**config.mk**
```make
export PLATFORM = sky130hd
export DESIGN_NAME = ce_channel
export DESIGN_NICKNAME = d
export VERILOG_FILES = /design/src/rtl/ce_pkg.sv /design/src/rtl/ce_swap.sv /design/src/rtl/ce_regs.sv /design/src/rtl/ce_engine.sv /design/src/rtl/ce_channel.sv
export SDC_FILE = /design/constraint.sdc
export NUM_CORES = 1
export LEC_CHECK = 0
export BUFFER_PORTS_ARGS = -buffer_cell sky130_fd_sc_hd__clkbuf_2
export CORE_MARGIN = 2
export CORE_UTILIZATION = 35
export DETAILED_ROUTE_END_ITERATION = 10
export RECOVER_POWER = 25
export REMOVE_ABC_BUFFERS = 1
export SLEW_MARGIN = 10
export SYNTH_ARGS = -nofsm -noshare
export SYNTH_HDL_FRONTEND = slang
export SYNTH_HIERARCHICAL = 1
export SYNTH_SLANG_ARGS = --single-unit
```
**constraint.sdc**
```tcl
create_clock -name clk -period 16.06 [get_ports clk]
set_clock_uncertainty 0.15 [all_clocks]
set_input_delay 3.212 -clock clk [delete_from_list [all_inputs] [get_ports clk]]
set_output_delay 3.212 -clock clk [all_outputs]
set_load 0.02 [all_outputs]
```
**src/rtl/ce_pkg.sv**
```systemverilog
package ce_pkg;
  localparam int CW     = 16;  // byte count width
  localparam int META_W = 14;  // metadata bits in the flags field
  localparam int FLG_GATHER = 0;
  localparam int FLG_SWAP   = 1;

  localparam logic [3:0] A_SRC_BASE = 4'd0;
  localparam logic [3:0] A_SRC_SIZE = 4'd1;
  localparam logic [3:0] A_SRC_WR   = 4'd2;
  localparam logic [3:0] A_SRC_RD   = 4'd3;
  localparam logic [3:0] A_DST_BASE = 4'd4;
  localparam logic [3:0] A_DST_SIZE = 4'd5;
  localparam logic [3:0] A_DST_WR   = 4'd6;
  localparam logic [3:0] A_DST_RD   = 4'd7;
  localparam logic [3:0] A_MAXLEN   = 4'd8;
  localparam logic [3:0] A_CAP      = 4'd9;
  localparam logic [3:0] A_CTRL     = 4'd10;
  localparam logic [3:0] A_STATUS   = 4'd11;

  typedef enum logic [3:0] {
    S_IDLE, S_SD0, S_SD1, S_DD0, S_CHK, S_RD, S_WR, S_SFIN, S_WB, S_DADV
  } eng_st_t;
endpackage

```
**src/rtl/ce_swap.sv**
```systemverilog
module ce_swap #(
  parameter int BYTES = 4
) (
  input  logic               en,
  input  logic [8*BYTES-1:0] din,
  output logic [8*BYTES-1:0] dout
);
  for (genvar b = 0; b < BYTES; b++) begin : g_lane
    assign dout[8*b +: 8] = en ? din[8*(BYTES-1-b) +: 8] : din[8*b +: 8];
  end
endmodule

```
**src/rtl/ce_regs.sv**
```systemverilog
module ce_regs
  import ce_pkg::*;
#(
  parameter int IDXW = 4
) (
  input  logic            clk,
  input  logic            rst_n,
  input  logic            we,
  input  logic [3:0]      waddr,
  input  logic [31:0]     wdata,
  input  logic [3:0]      raddr,
  output logic [31:0]     rdata,
  input  logic [IDXW-1:0] src_rd,
  input  logic [IDXW-1:0] dst_rd,
  input  logic            err,
  output logic [31:0]     src_base,
  output logic [31:0]     dst_base,
  output logic [IDXW-1:0] src_mask,
  output logic [IDXW-1:0] dst_mask,
  output logic [IDXW-1:0] src_wr,
  output logic [IDXW-1:0] dst_wr,
  output logic [CW-1:0]   max_len,
  output logic [CW-1:0]   dst_cap,
  output logic            swap_en
);
  logic [IDXW:0] src_size, dst_size;

  assign src_mask = IDXW'(src_size - 1'b1);
  assign dst_mask = IDXW'(dst_size - 1'b1);

  always_ff @(posedge clk or negedge rst_n) begin
    if (!rst_n) begin
      src_base <= '0; dst_base <= '0; src_size <= '0; dst_size <= '0;
      src_wr <= '0; dst_wr <= '0; max_len <= '0; dst_cap <= '0; swap_en <= 1'b0;
    end else if (we) begin
      case (waddr)
        A_SRC_BASE: src_base <= wdata;
        A_SRC_SIZE: src_size <= wdata[IDXW:0];
        A_SRC_WR:   src_wr   <= wdata[IDXW-1:0] & src_mask;
        A_DST_BASE: dst_base <= wdata;
        A_DST_SIZE: dst_size <= wdata[IDXW:0];
        A_DST_WR:   dst_wr   <= wdata[IDXW-1:0] & dst_mask;
        A_MAXLEN:   max_len  <= wdata[CW-1:0];
        A_CAP:      dst_cap  <= wdata[CW-1:0];
        A_CTRL:     swap_en  <= wdata[0];
        default: ;
      endcase
    end
  end

  always_comb begin
    case (raddr)
      A_SRC_BASE: rdata = src_base;
      A_SRC_SIZE: rdata = 32'(src_size);
      A_SRC_WR:   rdata = 32'(src_wr);
      A_SRC_RD:   rdata = 32'(src_rd);
      A_DST_BASE: rdata = dst_base;
      A_DST_SIZE: rdata = 32'(dst_size);
      A_DST_WR:   rdata = 32'(dst_wr);
      A_DST_RD:   rdata = 32'(dst_rd);
      A_MAXLEN:   rdata = 32'(max_len);
      A_CAP:      rdata = 32'(dst_cap);
      A_CTRL:     rdata = {31'd0, swap_en};
      A_STATUS:   rdata = {31'd0, err};
      default:    rdata = '0;
    endcase
  end
endmodule

```
**src/rtl/ce_engine.sv**
```systemverilog
module ce_engine
  import ce_pkg::*;
#(
  parameter int IDXW = 4
) (
  input  logic            clk,
  input  logic            rst_n,
  input  logic [31:0]     src_base,
  input  logic [31:0]     dst_base,
  input  logic [IDXW-1:0] src_mask,
  input  logic [IDXW-1:0] dst_mask,
  input  logic [IDXW-1:0] src_wr,
  input  logic [IDXW-1:0] dst_wr,
  input  logic [CW-1:0]   max_len,
  input  logic [CW-1:0]   dst_cap,
  input  logic            swap_en,
  output logic            mem_req,
  output logic            mem_we,
  output logic [31:0]     mem_addr,
  output logic [31:0]     mem_wdata,
  input  logic            mem_ack,
  input  logic [31:0]     mem_rdata,
  output logic [IDXW-1:0] src_rd,
  output logic [IDXW-1:0] dst_rd,
  output logic            src_done,
  output logic            dst_done,
  output logic            err
);
  eng_st_t         st, st_n;
  logic [IDXW-1:0] srd_n, drd_n;
  logic            chain, chain_n, cswap, cswap_n, err_n;
  logic [31:0]     sbuf, sbuf_n, dbuf, dbuf_n, data_q, data_n;
  logic [CW-1:0]   soff, soff_n, doff, doff_n, left, left_n;
  logic [CW-1:0]   take, take_n, total, total_n;
  logic [CW-1:0]   flg, flg_n;
  logic [CW-1:0]   clamp, room, take_c;
  logic [CW:0]     tk_ext;
  logic [31:0]     src_desc, dst_desc, rd_swp;
  logic            lane_swap;

  assign src_desc  = src_base + 32'({src_rd, 1'b0});
  assign dst_desc  = dst_base + 32'({dst_rd, 1'b0});
  assign lane_swap = flg[FLG_SWAP] | swap_en;
  assign clamp     = (mem_rdata[CW-1:0] > max_len) ? max_len : mem_rdata[CW-1:0];
  assign room      = dst_cap - {doff[CW-3:0], 2'b00};
  assign take_c    = (clamp > room) ? room : clamp;
  assign tk_ext    = {1'b0, take_c} + (CW+1)'(3);

  ce_swap #(.BYTES(4)) u_swp (.en(lane_swap), .din(mem_rdata), .dout(rd_swp));

  always_comb begin
    st_n = st; srd_n = src_rd; drd_n = dst_rd; chain_n = chain; cswap_n = cswap;
    err_n = err; sbuf_n = sbuf; dbuf_n = dbuf; data_n = data_q; soff_n = soff;
    doff_n = doff; left_n = left; take_n = take; total_n = total; flg_n = flg;
    mem_req = 1'b0; mem_we = 1'b0; mem_addr = '0; mem_wdata = '0;
    src_done = 1'b0; dst_done = 1'b0;
    unique case (st)
      S_IDLE: if (src_rd != src_wr && (chain || dst_rd != dst_wr)) st_n = S_SD0;
      S_SD0: begin
        mem_req = 1'b1; mem_addr = src_desc;
        if (mem_ack) begin sbuf_n = mem_rdata; st_n = S_SD1; end
      end
      S_SD1: begin
        mem_req = 1'b1; mem_addr = src_desc + 32'd1;
        if (mem_ack) begin
          flg_n  = mem_rdata[31:16];
          take_n = take_c;
          left_n = tk_ext[CW:2] == '0 ? '0 : CW'(tk_ext[CW:2]);
          soff_n = '0;
          if (clamp > room) err_n = 1'b1;
          st_n = chain ? S_CHK : S_DD0;
        end
      end
      S_DD0: begin
        mem_req = 1'b1; mem_addr = dst_desc;
        if (mem_ack) begin dbuf_n = mem_rdata; chain_n = 1'b1; st_n = S_CHK; end
      end
      S_CHK: st_n = (left == '0) ? S_SFIN : S_RD;
      S_RD: begin
        mem_req = 1'b1; mem_addr = sbuf + 32'(soff);
        if (mem_ack) begin data_n = rd_swp; st_n = S_WR; end
      end
      S_WR: begin
        mem_req = 1'b1; mem_we = 1'b1; mem_addr = dbuf + 32'(doff); mem_wdata = data_q;
        if (mem_ack) begin
          soff_n = soff + 1'b1; doff_n = doff + 1'b1; left_n = left - 1'b1; st_n = S_CHK;
        end
      end
      S_SFIN: begin
        srd_n   = (src_rd + 1'b1) & src_mask;
        total_n = total + take;
        cswap_n = cswap | lane_swap;
        if (flg[FLG_GATHER]) st_n = S_IDLE;
        else begin src_done = 1'b1; st_n = S_WB; end
      end
      S_WB: begin
        mem_req = 1'b1; mem_we = 1'b1; mem_addr = dst_desc + 32'd1;
        mem_wdata = {flg[CW-1:2], cswap, 1'b0, total};
        if (mem_ack) st_n = S_DADV;
      end
      S_DADV: begin
        drd_n = (dst_rd + 1'b1) & dst_mask; dst_done = 1'b1;
        chain_n = 1'b0; total_n = '0; doff_n = '0; cswap_n = 1'b0; st_n = S_IDLE;
      end
      default: st_n = S_IDLE;
    endcase
  end

  always_ff @(posedge clk or negedge rst_n) begin
    if (!rst_n) begin
      st <= S_IDLE; src_rd <= '0; dst_rd <= '0; chain <= 1'b0; cswap <= 1'b0;
      err <= 1'b0; sbuf <= '0; dbuf <= '0; data_q <= '0; soff <= '0; doff <= '0;
      left <= '0; take <= '0; total <= '0; flg <= '0;
    end else begin
      st <= st_n; src_rd <= srd_n; dst_rd <= drd_n; chain <= chain_n; cswap <= cswap_n;
      err <= err_n; sbuf <= sbuf_n; dbuf <= dbuf_n; data_q <= data_n; soff <= soff_n;
      doff <= doff_n; left <= left_n; take <= take_n; total <= total_n; flg <= flg_n;
    end
  end

  AST_REQ_HOLD: assert property (@(posedge clk) disable iff (!rst_n)
    mem_req && !mem_ack |=> mem_req && $stable(mem_addr) && $stable(mem_we) && $stable(mem_wdata));
  AST_SRC_STEP: assert property (@(posedge clk) disable iff (!rst_n)
    !$stable(src_rd) |-> src_rd == (($past(src_rd) + 1'b1) & src_mask));
  AST_FILL_POSTED: assert property (@(posedge clk) disable iff (!rst_n)
    (st == S_DD0) |-> (dst_rd != dst_wr));
  AST_WB_BEFORE_IDX: assert property (@(posedge clk) disable iff (!rst_n)
    !$stable(dst_rd) |-> $past(mem_we && mem_ack, 2));
  AST_TOTAL_CAP: assert property (@(posedge clk) disable iff (!rst_n)
    total <= dst_cap);
  AST_PULSE_EXCL: assert property (@(posedge clk) disable iff (!rst_n)
    $onehot0({src_done, dst_done}));
endmodule

```
**src/rtl/ce_channel.sv**
```systemverilog
module ce_channel
  import ce_pkg::*;
#(
  parameter int IDXW = 4
) (
  input  logic        clk,
  input  logic        rst_n,
  input  logic        reg_we,
  input  logic [3:0]  reg_waddr,
  input  logic [31:0] reg_wdata,
  input  logic [3:0]  reg_raddr,
  output logic [31:0] reg_rdata,
  output logic        mem_req,
  output logic        mem_we,
  output logic [31:0] mem_addr,
  output logic [31:0] mem_wdata,
  input  logic        mem_ack,
  input  logic [31:0] mem_rdata,
  output logic        src_done,
  output logic        dst_done,
  output logic        err
);
  logic [31:0]     src_base, dst_base;
  logic [IDXW-1:0] src_mask, dst_mask, src_wr, dst_wr, src_rd, dst_rd;
  logic [CW-1:0]   max_len, dst_cap;
  logic            swap_en;

  ce_regs #(.IDXW(IDXW)) u_regs (
    .clk(clk), .rst_n(rst_n), .we(reg_we), .waddr(reg_waddr), .wdata(reg_wdata),
    .raddr(reg_raddr), .rdata(reg_rdata), .src_rd(src_rd), .dst_rd(dst_rd), .err(err),
    .src_base(src_base), .dst_base(dst_base), .src_mask(src_mask), .dst_mask(dst_mask),
    .src_wr(src_wr), .dst_wr(dst_wr), .max_len(max_len), .dst_cap(dst_cap),
    .swap_en(swap_en)
  );

  ce_engine #(.IDXW(IDXW)) u_eng (
    .clk(clk), .rst_n(rst_n), .src_base(src_base), .dst_base(dst_base),
    .src_mask(src_mask), .dst_mask(dst_mask), .src_wr(src_wr), .dst_wr(dst_wr),
    .max_len(max_len), .dst_cap(dst_cap), .swap_en(swap_en),
    .mem_req(mem_req), .mem_we(mem_we), .mem_addr(mem_addr), .mem_wdata(mem_wdata),
    .mem_ack(mem_ack), .mem_rdata(mem_rdata), .src_rd(src_rd), .dst_rd(dst_rd),
    .src_done(src_done), .dst_done(dst_done), .err(err)
  );
endmodule

```
# Yosys cells after proc, flatten, opt, wreduce, memory -nomap -nowiden
# Cells that the tools add are included.
[word_totals]
register_bits = 322
output_inout_bits = 101
in_bits = 76
[op_classes]
n_eq_ne = 38
mux = 37
bitwise = 6
n_lt_le_gt_ge = 2
reduce_logical = 32
addsub = 16
[op_table]
columns = ["operator", "count"]
rows = [
  ["$pmux 32 s12", 1],
  ["$pmux 32 s6", 1],
  ["$pmux 16 s2", 4],
  ["$mux 16", 7],
  ["$add 32x1->32 const B", 2],
  ["$add 32x16->32", 2],
  ["$add 32x5->32", 2],
  ["$pmux 32 s2", 1],
  ["$eq 4x3->1 const B", 11],
  ["$eq 4x4->1 const B", 9],
  ["$add 16x1->16 const B", 2],
  ["$gt 16x16->1", 2],
  ["$mux 8", 4],
  ["$pmux 4 s8", 1],
  ["$reduce_and 2->1", 15],
  ["$mux 4", 7],
  ["$eq 4x2->1 const B", 5],
  ["$add 16x2->17 const B", 1],
  ["$add 16x16->16", 1],
  ["$and 4x4->4", 4],
  ["$logic_not 16->1", 1],
  ["$sub 16x1->16 const B", 1],
  ["$sub 16x16->16", 1],
  ["$logic_not 15->1", 1],
  ["other kinds (20)", 45],
]

# Logic depth before layout (Yosys ltp)
[depth]
depth_word = 9
depth_mapped = 24
ltp_nobuf = 21

# Modules after synthesis
# The synthesis kept the hierarchy.
[modules_own_cells]
columns = ["mod", "cells_each", "instances", "seq_area_each_um2", "area_each_um2"]
rows = [
  ["ce_engine", 1975, 1, 5180.0, 17125.2],
  ["ce_regs", 427, 1, 2877.8, 5579.1],
  ["ce_swap", 36, 1, 0.0, 544.3],
]

# Worst setup path after synthesis
# No wires, ideal clock.
[synth_path]
path_kind = "input -> register"
startpoint = "input port mem_rdata[14]"
endpoint = "register u_eng.left[13]"
path_stages = 23
n_path_buf = 4
setup_ps = 130
t_arrival_ps = 7737
required_time_ps = 15780
setup_slack_ps = 8044
path_cell_list = "ha_1 -> nand4_4 -> nor4_4 -> o21ai_2 -> and3_4 -> or2_1 -> buf_6 -> clkbuf_1 -> a21oi_1 -> inv_1 -> ha_1 -> a21oi_1 -> nor2b_1 -> o21ai_0 -> o21ai_0 -> o31ai_2 -> clkbuf_1 -> mux2i_1 -> nor4_1 -> and3_1 -> buf_4 -> a311oi_1 -> nor3b_2"
[synth_via]
elab_chain_len = 9
[synth_lines]
columns = ["element", "line_no", "source"]
rows = [
  ["from (decl)", "ce_channel.sv:18", "input logic [31:0] mem_rdata,"],
  ["$gt 16x16->1", "ce_engine.sv:44", "assign clamp = (mem_rdata[CW-1:0] > max_len) ? max_len : mem_rdata[CW-1:0];"],
  ["$mux 16 (*)", "ce_engine.sv:44", ""],
  ["$gt 16x16->1", "ce_engine.sv:46", "assign take_c = (clamp > room) ? room : clamp;"],
  ["$mux 16 (*)", "ce_engine.sv:46", ""],
  ["$add 16x2->17 (*)", "ce_engine.sv:47", "assign tk_ext = {1'b0, take_c} + (CW+1)'(3);"],
  ["$logic_not 15->1", "ce_engine.sv:68", "left_n = tk_ext[CW:2] == '0 ? '0 : CW'(tk_ext[CW:2]);"],
  ["$mux 15 (*)", "ce_engine.sv:68", ""],
  ["$mux 16 (*)", "ce_engine.sv:65", "if (mem_ack) begin"],
  ["$pmux 16 s2 (*)", "ce_engine.sv:57", "unique case (st)"],
  ["to (signal assigned)", "ce_engine.sv:117", "doff <= doff_n; left <= left_n; take <= take_n; total <= total_n; flg <= flg_n;"],
  ["to (decl)", "ce_engine.sv:33", "logic [CW-1:0] soff, soff_n, doff, doff_n, left, left_n;"],
]
# Mark *: on every way between the ends. The rest lies on a longest branch, timed or not. The select of a mux whose other input is x is not followed.
# A chain may end at the register's enable or synchronous reset.

==> impl_metrics.json <==
{
  "outcome": "finished with violations",
  "violations": "max-capacitance violations, max-slew violations",
  "clkSinkCount": 322,
  "rows": 94,
  "hold_violations": 0,
  "critPathMaxFanout": 115,
  "met2_length_um": 35930,
  "sequentialPowerShare": 0.307,
  "synth.distinct_cells": 97,
  "drt_pre_antenna_iters": 5,
  "ff_latch_area_um2": 8058,
  "seq_area_frac_synth": 0.3466,
  "tightestPinTransition_ps": 6256,
  "switching_share": 0.4506,
  "final_common_cell": "dfrtp_1",
  "port_buffers": 176,
  "async_flop_share": 1.000,
  "layout-drive-gt1-share": 0.2088,
  "met1_length_um": 35920,
  "wire_per_inst_um": 22.63,
  "max_slew_margin": -3.170,
  "critical_path_required_ps": 16460,
  "syn_to_final_growth_pct": 12.11,
  "total_leakage_power_nw": 11.92,
  "postSynthRegisterBits": 322,
  "worst_ep_arrival_time_ps": 9740,
  "drc_errors": 0,
  "cts_hold_buf": 0,
  "power_frac_clock": 0.186,
  "clk_latency_ps": 570,
  "antenna_found_initial": 3,
  "grt_pass1_vias": 19180,
  "ioPinCount": 177,
  "htreeDepth": 2,
  "synth_area_um2": 23250,
  "routed.top_layer": "met4",
  "place_congestion": 0.9366,
  "syn_inst": 2438,
  "irDropWorstVdd_mv": 0.07286,
  "rsz0062_at_grt": "false",
  "path_clk_slew_ps": 60,
  "synth_edf_count": 0,
  "clockBufferDepth": 3,
  "grt_first_pass_wirelength_um": 117400,
  "via_per_inst": 5.732,
  "dp_hpwl_um": 60370,
  "holdWs_ps": 326.4,
  "finalSetupViolations": 0,
  "numCtsBuffers": 39,
  "p_comb_frac": 0.507,
  "final_antenna_net_count": 0,
  "postCtsSetupBuffers": 0,
  "max_freq_mhz": 107.0,
  "path_class": "in2async",
  "min_period_over_period": 0.5817,
  "dr.first_iter.drc_count": 1636,
  "start_kind": "input port",
  "maxSlewViolCount": 183,
  "grt_max_degree": 116,
  "vias": 19810,
  "r2r_slack_ps": 9690,
  "die_y_um": 261.7,
  "fin_tns_setup_ps": 0,
  "p_sw_w": 0.002121,
  "cp-end-kind": "asynchronous set/reset pin",
  "dominantRegCellSynth": "dfrtp_1",
  "cellPowerDensity_nw_per_um2": 180.6,
  "clockRootBuffer": "clkbuf_16",
  "grt_use_total": 0.2239,
  "worstSetupStartpoint": "rst_n",
  "multi_input_area_um2": 14320,
  "min_period_ps": 9342,
  "n_fill_cell": 6418,
  "cts_resized": 0,
  "drv_cap": 3,
  "min_path_type": "reg2reg",
  "gr-total-overflow": 0,
  "die_w_um": 261.7,
  "intPower_w": 0.002587,
  "nets": 2758,
  "design.die.area_um2": 68500,
  "initial_core_util": 0.3536,
  "mostFrequentLayoutCells": "dfrtp_1 (322), nand2_1 (236), mux2_2 (199)",
  "rr_startpoint": "u_regs/max_len[13]$_DFFE_PN0P_",
  "route.met3.wl_um": 4648,
  "hold_path.startpoint": "u_eng/flg[1]$_DFFE_PN0P_",
  "drt_wl_total_um": 78210,
  "core_area_um2": 65750,
  "synth_area_per_cell_um2": 9.536,
  "cts_tree": "done",
  "yosys_warnings": 6
}
[worst max-delay path, cell delays in order]
cell and delay (ps):
clkbuf_1 4300, buf_4 1250, buf_4 820
[power by group through the flow]
| stage | clock network (W) | logic (W) | registers, W |
|---|---|---|---|
| floorplan | 0 | 0.00167 | 0.00131 |
| global placement | 0 | 0.00231 | 0.00143 |
| detailed placement | 0 | 0.00235 | 0.00144 |
| CTS | 0.000898 | 0.00237 | 0.00143 |
| global route | 0.000927 | 0.00259 | 0.00148 |
| finish | 0.000876 | 0.00239 | 0.00144 |
[synthesized netlist by cell type (all sizes together) (7+ instances only)]
library cell | count | area (um^2)
nor3b | 11 | 87.58
xnor2 | 102 | 893.4
nor4 | 18 | 167.7
and3 | 39 | 249.0
a221oi | 16 | 140.1
nand2b | 25 | 156.4
or4 | 7 | 52.55
nand3b | 10 | 87.58
xor2 | 95 | 832.1
a211oi | 16 | 120.1
ha | 108 | 1351
a21o | 31 | 232.7
buf | 46 | 341.6
o21bai | 10 | 75.07
nand3 | 79 | 395.4
a22o | 37 | 324.1
or2 | 11 | 68.81
o22ai | 43 | 269.0
a211o | 8 | 70.07
clkbuf | 64 | 241.5
mux2 | 243 | 2894
o21ai | 115 | 579.3
nor4b | 8 | 70.07
nand4 | 48 | 336.6
and4 | 11 | 96.34
o221ai | 9 | 78.83
o211ai | 11 | 82.58
nor2 | 169 | 636.9
o311ai | 7 | 61.31
or3 | 21 | 131.4
mux2i | 86 | 860.8
nand2 | 239 | 899.6
o21a | 18 | 135.1
a21oi | 98 | 490.5
nor3 | 57 | 295.3
nor2b | 21 | 131.4
inv | 82 | 307.8
dfrtp | 322 | 8058
o31ai | 13 | 102.6
and2 | 11 | 68.82
a31oi | 7 | 43.79
[logic make-up (layout without fill, tap and decap cells)]
group / count (synthesis) / after routing / synth area share
other: 0 / 1 / 0
DFF: 322 / 322 / 0.3466
and+or+nand+nor: 790 / 790 / 0.1711
buffers and inverters: 193 / 346 / 0.03848
xor gates and xnor gates: 197 / 197 / 0.07422
adders and majority gates: 114 / 114 / 0.06329
muxes: 331 / 331 / 0.1634
AOI/OAI and AO/OA: 491 / 491 / 0.1428
[final cells by class]
type / instances / area share
antenna: 1 / 0.00009601
clock buffer: 57 / 0.04551
clock inverter: 7 / 0.002496
inverter: 83 / 0.01195
multi-input combinational: 1923 / 0.5495
sequential: 322 / 0.3091
tap: 864 / 0.04147
timing repair buffer: 199 / 0.03979
[metal layers]
layer,global-route usage,vias to the layer above
li1,-,9130
met4,0.05824,0
met2,0.3613,637
met5,0,-
met1,0.3157,9947
met3,0.02932,95
[stage by stage]
step	std cells	area (um^2)	utilization	setup WS, ps	power [W]
2_1_floorplan	2328	22670	-	6473	0.002978
3_3_place_gp	3391	24840	0.3778	7095	0.003736
3_5_place_dp	3391	24840	0.3778	6935	0.003797
4_1_cts	3455	26090	0.3968	7325	0.004699
5_1_grt	3455	26060	0.3964	5360	0.005000
6_report	3456	26070	0.3965	6718	0.004708
[final timing paths]
check	to	depth (start not counted)
worst max-delay path	u_eng/take[3]$_DFFE_PN0P_	3
worst min-delay path	u_eng/flg[1]$_DFFE_PN0P_	2
worst max register to register	u_eng/left[13]$_DFFE_PN0P_	21
min in group asynchronous	u_regs/dst_base[26]$_DFFE_PN0P_	1
max in group clk	reg_rdata[9]	4
worst min register to register	u_eng/flg[1]$_DFFE_PN0P_	2
[sequential cells by signal (all words and copies together) (netlist names), 4 cells and up]
signal	count
u_eng/data_q	32
u_eng/dbuf	32
u_eng/sbuf	32
u_regs/dst_base	32
u_regs/src_base	32
u_eng/doff	16
u_eng/flg	16
u_eng/left	16
u_eng/soff	16
u_eng/take	16
u_eng/total	16
u_regs/dst_cap	16
u_regs/max_len	16
u_regs/dst_size	5
u_regs/src_size	5
u_eng/dst_rd	4
u_eng/src_rd	4
u_eng/st	4
u_regs/dst_wr	4
u_regs/src_wr	4
Power figures use the tool's default switching activity.
